File: src/rtl/emsg_pkg.sv
package emsg_pkg;
  typedef enum logic [1:0] {
    CLS_FATAL = 2'd0,
    CLS_NF    = 2'd1,
    CLS_COR   = 2'd2
  } msg_cls_e;

  localparam int NUM_CLS = 3;

  localparam logic [7:0] CODE_COR   = 8'h30;
  localparam logic [7:0] CODE_NF    = 8'h31;
  localparam logic [7:0] CODE_FATAL = 8'h33;

  function automatic logic [7:0] cls_code(input msg_cls_e c);
    case (c)
      CLS_FATAL: cls_code = CODE_FATAL;
      CLS_NF:    cls_code = CODE_NF;
      default:   cls_code = CODE_COR;
    endcase
  endfunction
endpackage

File: src/rtl/emsg_classify.sv
module emsg_classify #(
  parameter int UNC_W      = 26,
  parameter int COR_W      = 16,
  parameter int UR_BIT     = 20,
  parameter int ADV_BIT    = 13,
  parameter bit ROLE_BASED = 1'b1
) (
  input  logic [UNC_W-1:0] unc_evt,
  input  logic [UNC_W-1:0] unc_mask,
  input  logic [UNC_W-1:0] unc_sev,
  input  logic [COR_W-1:0] cor_evt,
  input  logic [COR_W-1:0] cor_mask,
  input  logic [3:0]       rpt_en,
  input  logic             adv_flag,
  output logic [emsg_pkg::NUM_CLS-1:0] set_cls
);
  import emsg_pkg::*;

  // Per-type qualification: mask, then the extra gate on the unsupported-request type
  logic [UNC_W-1:0] unc_live;

  for (genvar i = 0; i < UNC_W; i++) begin : g_qual
    if (i == UR_BIT) begin : g_ur
      assign unc_live[i] = unc_evt[i] & ~unc_mask[i] & rpt_en[3];
    end else begin : g_plain
      assign unc_live[i] = unc_evt[i] & ~unc_mask[i];
    end
  end

  logic any_fatal, any_nf, any_cor, adv_on, adv_cor;

  always_comb begin
    any_fatal = |(unc_live & unc_sev);
    any_nf    = |(unc_live & ~unc_sev);
    any_cor   = |(cor_evt & ~cor_mask);
    adv_on    = ROLE_BASED & adv_flag;
    adv_cor   = any_nf & adv_on & ~cor_mask[ADV_BIT];

    set_cls            = '0;
    set_cls[CLS_FATAL] = any_fatal & rpt_en[2];
    set_cls[CLS_NF]    = any_nf & ~adv_on & rpt_en[1];
    set_cls[CLS_COR]   = (any_cor | adv_cor) & rpt_en[0];
  end
endmodule

File: src/rtl/emsg_slot.sv
module emsg_slot #(
  parameter int SRC_W = 16
) (
  input  logic             clk,
  input  logic             rst_n,
  input  logic             set,
  input  logic             pop,
  input  logic [SRC_W-1:0] src_in,
  output logic             pend,
  output logic [SRC_W-1:0] src
);
  // Capture a new source only when the slot is free or being freed this cycle
  logic take;
  assign take = set & (~pend | pop);

  always_ff @(posedge clk or negedge rst_n) begin
    if (!rst_n) begin
      pend <= 1'b0;
      src  <= '0;
    end else begin
      pend <= (pend & ~pop) | set;
      if (take) src <= src_in;
    end
  end
endmodule

File: src/rtl/emsg_arb.sv
module emsg_arb #(
  parameter int SRC_W = 16
) (
  input  logic clk,
  input  logic rst_n,
  input  logic [emsg_pkg::NUM_CLS-1:0]            pend,
  input  logic [emsg_pkg::NUM_CLS-1:0][SRC_W-1:0] srcs,
  input  logic                                    msg_ready,
  output logic [emsg_pkg::NUM_CLS-1:0]            pop,
  output logic                                    msg_valid,
  output logic [7:0]                              msg_code,
  output logic [SRC_W-1:0]                        msg_src
);
  import emsg_pkg::*;

  logic     held_q;
  msg_cls_e held_cls_q;
  msg_cls_e pri_cls, sel;

  // Fixed priority: lowest index (fatal) wins
  always_comb begin
    pri_cls = CLS_COR;
    for (int c = NUM_CLS - 1; c >= 0; c--) begin
      if (pend[c]) pri_cls = msg_cls_e'(c);
    end
  end

  assign sel       = held_q ? held_cls_q : pri_cls;
  assign msg_valid = |pend;
  assign msg_code  = cls_code(sel);
  assign msg_src   = srcs[sel];

  always_comb begin
    pop = '0;
    pop[sel] = msg_valid & msg_ready;
  end

  // Lock the offered class while the consumer stalls
  always_ff @(posedge clk or negedge rst_n) begin
    if (!rst_n) begin
      held_q     <= 1'b0;
      held_cls_q <= CLS_FATAL;
    end else begin
      held_q     <= msg_valid & ~msg_ready;
      held_cls_q <= sel;
    end
  end
endmodule

File: src/rtl/emsg_ctrl.sv
module emsg_ctrl #(
  parameter int UNC_W      = 26,
  parameter int COR_W      = 16,
  parameter int SRC_W      = 16,
  parameter int UR_BIT     = 20,
  parameter int ADV_BIT    = 13,
  parameter bit ROLE_BASED = 1'b1
) (
  input  logic             clk,
  input  logic             rst_n,
  input  logic [UNC_W-1:0] unc_evt,
  input  logic [UNC_W-1:0] unc_mask,
  input  logic [UNC_W-1:0] unc_sev,
  input  logic [COR_W-1:0] cor_evt,
  input  logic [COR_W-1:0] cor_mask,
  input  logic [3:0]       rpt_en,
  input  logic             adv_flag,
  input  logic [SRC_W-1:0] req_id,
  input  logic             msg_ready,
  output logic             msg_valid,
  output logic [7:0]       msg_code,
  output logic [SRC_W-1:0] msg_src
);
  import emsg_pkg::*;

  logic [NUM_CLS-1:0]            set_cls;
  logic [NUM_CLS-1:0]            pend;
  logic [NUM_CLS-1:0]            pop;
  logic [NUM_CLS-1:0][SRC_W-1:0] srcs;

  emsg_classify #(
    .UNC_W(UNC_W), .COR_W(COR_W), .UR_BIT(UR_BIT),
    .ADV_BIT(ADV_BIT), .ROLE_BASED(ROLE_BASED)
  ) u_classify (
    .unc_evt(unc_evt), .unc_mask(unc_mask), .unc_sev(unc_sev),
    .cor_evt(cor_evt), .cor_mask(cor_mask), .rpt_en(rpt_en),
    .adv_flag(adv_flag), .set_cls(set_cls)
  );

  for (genvar c = 0; c < NUM_CLS; c++) begin : g_slot
    emsg_slot #(.SRC_W(SRC_W)) u_slot (
      .clk(clk), .rst_n(rst_n), .set(set_cls[c]), .pop(pop[c]),
      .src_in(req_id), .pend(pend[c]), .src(srcs[c])
    );
  end

  emsg_arb #(.SRC_W(SRC_W)) u_arb (
    .clk(clk), .rst_n(rst_n), .pend(pend), .srcs(srcs),
    .msg_ready(msg_ready), .pop(pop), .msg_valid(msg_valid),
    .msg_code(msg_code), .msg_src(msg_src)
  );
endmodule

File: config.mk
export PLATFORM = sky130hd
export DESIGN_NAME = emsg_ctrl
export DESIGN_NICKNAME = d
export VERILOG_FILES = /design/src/rtl/emsg_pkg.sv /design/src/rtl/emsg_classify.sv /design/src/rtl/emsg_slot.sv /design/src/rtl/emsg_arb.sv /design/src/rtl/emsg_ctrl.sv
export SDC_FILE = /design/constraint.sdc
export NUM_CORES = 1
export LEC_CHECK = 0
export BUFFER_PORTS_ARGS = -buffer_cell sky130_fd_sc_hd__clkbuf_2
export CORE_MARGIN = 1
export CORE_UTILIZATION = 35
export CTS_CLUSTER_SIZE = 24
export DETAILED_ROUTE_END_ITERATION = 6
export PLACE_DENSITY_LB_ADDON = 0.08
export SLEW_MARGIN = 20
export SYNTH_ARGS = -nofsm -noshare
export SYNTH_HDL_FRONTEND = slang
export SYNTH_HIERARCHICAL = 1
export SYNTH_SLANG_ARGS = --single-unit
export TNS_END_PERCENT = 30
File: constraint.sdc
create_clock -name clk -period 3.01 [get_ports clk]
set_input_delay 0.1505 -clock clk [delete_from_list [all_inputs] [get_ports clk]]
set_output_delay 0.1505 -clock clk [all_outputs]
set_load 0.03 [all_outputs]
## Word-level counts from Yosys, hierarchy flattened

Index checks and enable logic that the tools add are counted.

- Flip-flop bits (word level): 54
- Latch bits: 0
- RAM bits: 0
- ROM bits: 0
- Input port bits: 134
- Output and inout bits: 25
- Logic and storage cells: 114
- Memories: 0

- Add/subtract/negate cells: 0
- Multipliers: 0
- Div/mod/pow operators: 0
- $lt $le $gt $ge: 2
- Equality and inequality tests: 1
- Shift-type cells: 0
- Muxes and demuxes: 8
- Bitwise operators: 89
- Reductions and logical operators: 6

Operator list:

| kind | count |
|---|---|
| bitwise AND 26 bit | 2 |
| OR reduction 26 bit | 2 |
| bitwise AND 1 bit | 41 |
| inverter 1 bit | 35 |
| binary-select mux 16 bit (select 2 bit) | 1 |
| inverter 26 bit | 1 |
| bitwise AND 16 bit | 1 |
| two-way mux 16 bit | 1 |
| inverter 16 bit | 1 |
| OR reduction 16 bit | 1 |
| bitwise OR 1 bit | 7 |
| two-way mux 2 bit | 3 |
| one-hot mux 2 bit (2 select lines) | 1 |
| bitwise AND 3 bit | 1 |
| less-than comparator 2 x 3 -> 1 bit (second input constant) | 1 |
| OR reduction 3 bit | 1 |
| demux 1 bit (select 2 bit) | 1 |
| equality test 2 x 1 -> 1 bit (second input constant) | 1 |
| greater-or-equal comparator 2 x 1 -> 1 bit (second input constant) | 1 |
| zero test 2 bit | 1 |
| logical AND 1 bit | 1 |
| two-way mux 1 bit | 1 |

## Depth between registers and ports, before layout

- Depth after elaboration: 11
- Gate-level depth with buffers: 9
- Mapped depth without buffers: 7

## Hierarchy

Netlist, hierarchy kept.

By module, submodules not included:

| module | times used | cells each | area an instance (µm²) | seq. area each (µm²) |
|---|---|---|---|---|
| emsg_slot | 3 | 37 | 695.7 | 425.4 |
| emsg_classify | 1 | 99 | 681.9 | 0.0 |
| emsg_arb | 1 | 79 | 614.3 | 75.1 |

## Worst setup path before layout

Ideal clock, no wire load.

- Kind: flip-flop to flip-flop
- From: register g_slot[0].u_slot.pend
- To: register g_slot[1].u_slot.src[0]
- Setup time: 0.125 ns
- Arrival time: 1.853 ns
- Required time: 2.885 ns
- Path slack: 1.032 ns
- Stages on the path, launching flop included: 9
- Path buffers: 2
- Period minus slack after synthesis: 1.978 ns
- Path through: dfrtp_1 -> or3_4 -> nand2_2 -> buf_6 -> nor3_1 -> nand2b_4 -> nand2_4 -> buf_12 -> mux2_4

- Cells in the longest elaborated chain, start to end: 9
- Elaborated cells on any way between the ends: 12
- Those cells by class: order compare (2); mux (4); bitwise (4); reduce/logical (2)

Ends and longest elaborated chain:

| item | line | RTL |
|---|---|---|
| start: declaration | emsg_slot.sv:9 | `output logic pend,` |
| start signal: assignment | emsg_slot.sv:21 | `pend <= (pend & ~pop) \| set;` |
| two-way mux 2 bit * | emsg_arb.sv:24 | `if (pend[c]) pri_cls = msg_cls_e'(c);` |
| two-way mux 2 bit * | emsg_arb.sv:28 | `assign sel = held_q ? held_cls_q : pri_cls;` |
| via u_arb.sel[1] | emsg_arb.sv:18 | `msg_cls_e pri_cls, sel;` |
| less-than comparator 2 x 3 -> 1 bit (implied by the code) / greater-or-equal comparator 2 x 1 -> 1 bit (equally long branches) | emsg_arb.sv:35 | `pop[sel] = msg_valid & msg_ready;` |
| logical AND 1 bit (implied by the code) | emsg_arb.sv:35 |  |
| two-way mux 1 bit (implied by the code) | emsg_arb.sv:35 |  |
| demux 1 bit (select 2 bit) * | n/a |  |
| bitwise AND 3 bit (no source line) * | n/a |  |
| via pop[1] | emsg_ctrl.sv:28 | `logic [NUM_CLS-1:0] pop;` |
| bitwise OR 1 bit * | emsg_slot.sv:14 | `assign take = set & (~pend \| pop);` |
| bitwise AND 1 bit * | emsg_slot.sv:14 |  |
| end signal: assignment | emsg_slot.sv:22 | `if (take) src <= src_in;` |
| end: declaration | emsg_slot.sv:10 | `output logic [SRC_W-1:0] src` |

The timed path passes the listed nets; every way through them passes the cells marked *.
A chain may end at the register's enable or synchronous reset.

## Worst setup path in the final report

- From: register g_slot[1].u_slot.pend
- To: output msg_src[5]

- Cells in the longest elaborated chain, start to end: 5

Ends and longest elaborated chain:

| item | line | RTL |
|---|---|---|
| start: declaration | emsg_slot.sv:9 |  |
| start signal: assignment | emsg_slot.sv:21 |  |
| two-way mux 2 bit (2 in a row) | emsg_arb.sv:24 |  |
| two-way mux 2 bit | emsg_arb.sv:28 |  |
| binary-select mux 16 bit (select 2 bit) | emsg_arb.sv:31 | `assign msg_src = srcs[sel];` |
| two-way mux 16 bit (implied by the code) | emsg_arb.sv:31 |  |
| end: declaration | emsg_ctrl.sv:22 | `output logic [SRC_W-1:0] msg_src` |

No other way between the ends. The select of a mux whose other input is x is not followed.

==> results.cfg <==
[synth]
synth-edff-count = 0
ys_top_cells_by_area = dfrtp_1 (40%), mux2_4 (13%), mux2_2 (6.3%), nor3b_1 (6.0%), nand3b_1 (5.8%)
yosys.cell_count.top_type = dfrtp_1
netlist_instances = 289
synth_commonest_cells = dfrtp_1 (54), mux2_4 (30), nor3b_1 (27)
yosysSeqAreaShare_pct = 39.94
yosys_register_bits = 54
synth.distinct_cells = 39
synth_top_cell_by_area = dfrtp_1
yosysWarnings = 6
synth_ff_type = dfrtp_1
syn_area_um2 = 3383
synth.avg_cell_area_um2 = 11.71
yosys.area.top_type_share_pct = 39.94
ys_async_sr_fraction_pct = 100.0

[sta]
whs_ns = -0.03806
drv_slew = 0
relSlewSlack_pct = 37.53
fmax_mhz = 415.9
fin_crit_ns = 2.404
fin_skew_ns = 0.005389
finalHoldViolations = 36
grt_setup_unrepaired = false
fin_tns_setup_ns = 0
final-setup-viol-count = 0
fin_crit_sh_pct = 79.88
worstMarginPinSlew_ns = 0.9370

[global_route]
grt_pass1_wl_mm = 13.33
globalRouteOverflowTotal = 0
grt_max_degree = 38
grt_usage_pct = 17.14
antenna_found_initial = 0
grt_pass1_vias = 2727

[power_and_ir_drop]
power_density_nw_per_um2 = 646.5
ir_drop_uv = 410.6
p_leak_nw = 2.195

[worst_setup_path]
cp-end-kind = output port
r2r_end = g_slot[2].u_slot/src[8]$_DFFE_PN0P_
cp.arrival_ns = 2.25
path_class = reg2out
r2r_start = g_slot[0].u_slot/pend$_DFF_PN0_
cp.required_ns = 2.86
ff2ff_setup_slack_ns = 0.94
cp-start-kind = flop
path_max_fanout = 12
reg2regPathDepth = 6

[clock_network]
clock-root-buffer = clkbuf_8
clk_latency_ns = 0.31
clockBufferDepth = 2
cts_resized = 0
cts_tree = built
post_cts_buffers = 0
h-tree-depth = 2
path_clk_slew_ns = 0.10
numCtsBuffers = 5
postCtsHoldBufs = 0
cts_sinks = 54

[min_path]
hold_path.class = in2async

[placed_design]
hpwl_mm = 6.657
place.gp.congestion = 0.7344
port_buffers = 152

[die]
fp.dieH_um = 100.3
io_pins = 159
fp.dieW_um = 100.3
dieArea_um2 = 10060
start_util_pct = 36.44
core-area_um2 = 9284
rows = 35

[detailed_routing]
drt-initial-drc-count = 66
viasPerCell = 4.816
wl_mm = 8.588
drc = 0
antenna_left = 0
wl_per_cell_um = 15.01
firstDrtPassIters = 4
vias = 2755

[cells_and_area]
drive_gt1_share_pct = 52.14
diodes = 0
fin_util_pct = 46.32
synthToLayoutAreaGrowth_pct = 27.11
nets = 576

[run_status]
violations = negative hold slack
status = complete, but fails checks

[flow_run]
cap_violations = 0
[stage by stage]
stage | instances | instance area [µm²] | total power, mW | setup slack (ns)
2_1_floorplan | 293 | 3398 | 2.014 | 1.032
3_3_place_gp | 564 | 4188 | 2.294 | 0.8297
3_5_place_dp | 564 | 4188 | 2.311 | 0.8006
4_1_cts | 572 | 4300 | 2.821 | 0.5520
5_1_grt | 572 | 4300 | 2.959 | 0.4145
6_report | 572 | 4300 | 2.780 | 0.6056
[state kept, by name, summed over array words and instances, names as in the netlist]
name and flops:
g_slot.u_slot/src 48, g_slot.u_slot/pend 3, u_arb/held_cls_q 2, u_arb/held_q 1
[cells in the final DEF, fill, tap and decap left out, types with 7 or more instances in the layout]
cell type | netlist | final
o21ai_0 | 8 | 8
clkbuf_2 | 0 | 152
nand3b_1 | 26 | 26
mux2_4 | 30 | 30
mux2_2 | 19 | 19
dfrtp_1 | 54 | 54
o21ai_2 | 7 | 7
inv_1 | 11 | 11
nor3b_1 | 27 | 27
mux2i_1 | 16 | 16
nand2_1 | 18 | 18
nor2b_1 | 8 | 8
[worst max path at each step]
stage	startpoint	to	slack [ns]	depth (start not counted)
finish	g_slot[1].u_slot/pend$_DFF_PN0_	msg_src[5]	0.61	6
global route	g_slot[1].u_slot/pend$_DFF_PN0_	msg_src[15]	0.41	6
CTS	g_slot[1].u_slot/pend$_DFF_PN0_	msg_src[5]	0.55	6
detailed placement	cor_evt[0]	g_slot[2].u_slot/src[11]$_DFFE_PN0P_	0.80	8
global placement	cor_evt[0]	g_slot[2].u_slot/src[11]$_DFFE_PN0P_	0.83	8
floorplan	g_slot[0].u_slot/pend$_DFF_PN0_	g_slot[1].u_slot/src[0]$_DFFE_PN0P_	1.03	8
[where the power goes]
group          switching (mW)  total, mW  internal (mW)
sequential              0.153       1.16           1.01
combinational           0.542       1.13          0.584
clock                   0.243      0.492          0.250
total                   0.937       2.78           1.84
[cell type report]
type | count | area (µm²)
Fill cell | 896 | 4984
Multi-Input combinational cell | 214 | 1847
Sequential cell | 54 | 1351
Timing Repair Buffer | 155 | 783.3
Tap cell | 129 | 161.4
Clock buffer | 5 | 68.82
Inverter | 12 | 45.04
Clock inverter | 3 | 43.79
[metal layers]
metal / wire (µm) / vias up / GRT usage (%) / part of all wire (%)
met5: 0 / - / 0 / 0
met4: 104 / 0 / 4.236 / 1.2
met2: 4301 / 96 / 31.61 / 50
li1: - / 1348 / - / -
met3: 549 / 10 / 3.552 / 6.4
met1: 3632 / 1301 / 20.19 / 42
[kinds of logic after synthesis]
family	count (synthesis)	share of synthesized area, %
muxes	65	24.37
AOI/OAI and AO/OA	28	6.398
other	2	0.2220
and+or+nand+nor	115	23.04
DFF	54	39.94
buffers and inverters	25	6.028
[worst max-delay path, cell delays in order, from the launching register on]
cell	delay, ns
dfrtp_1	0.44
nor3b_1	0.17
a21oi_2	0.40
buf_4	0.36
mux2i_1	0.11
o21ai_0	0.22
clkbuf_2	0.25
Note: power is estimated with default switching activity, not from simulation.
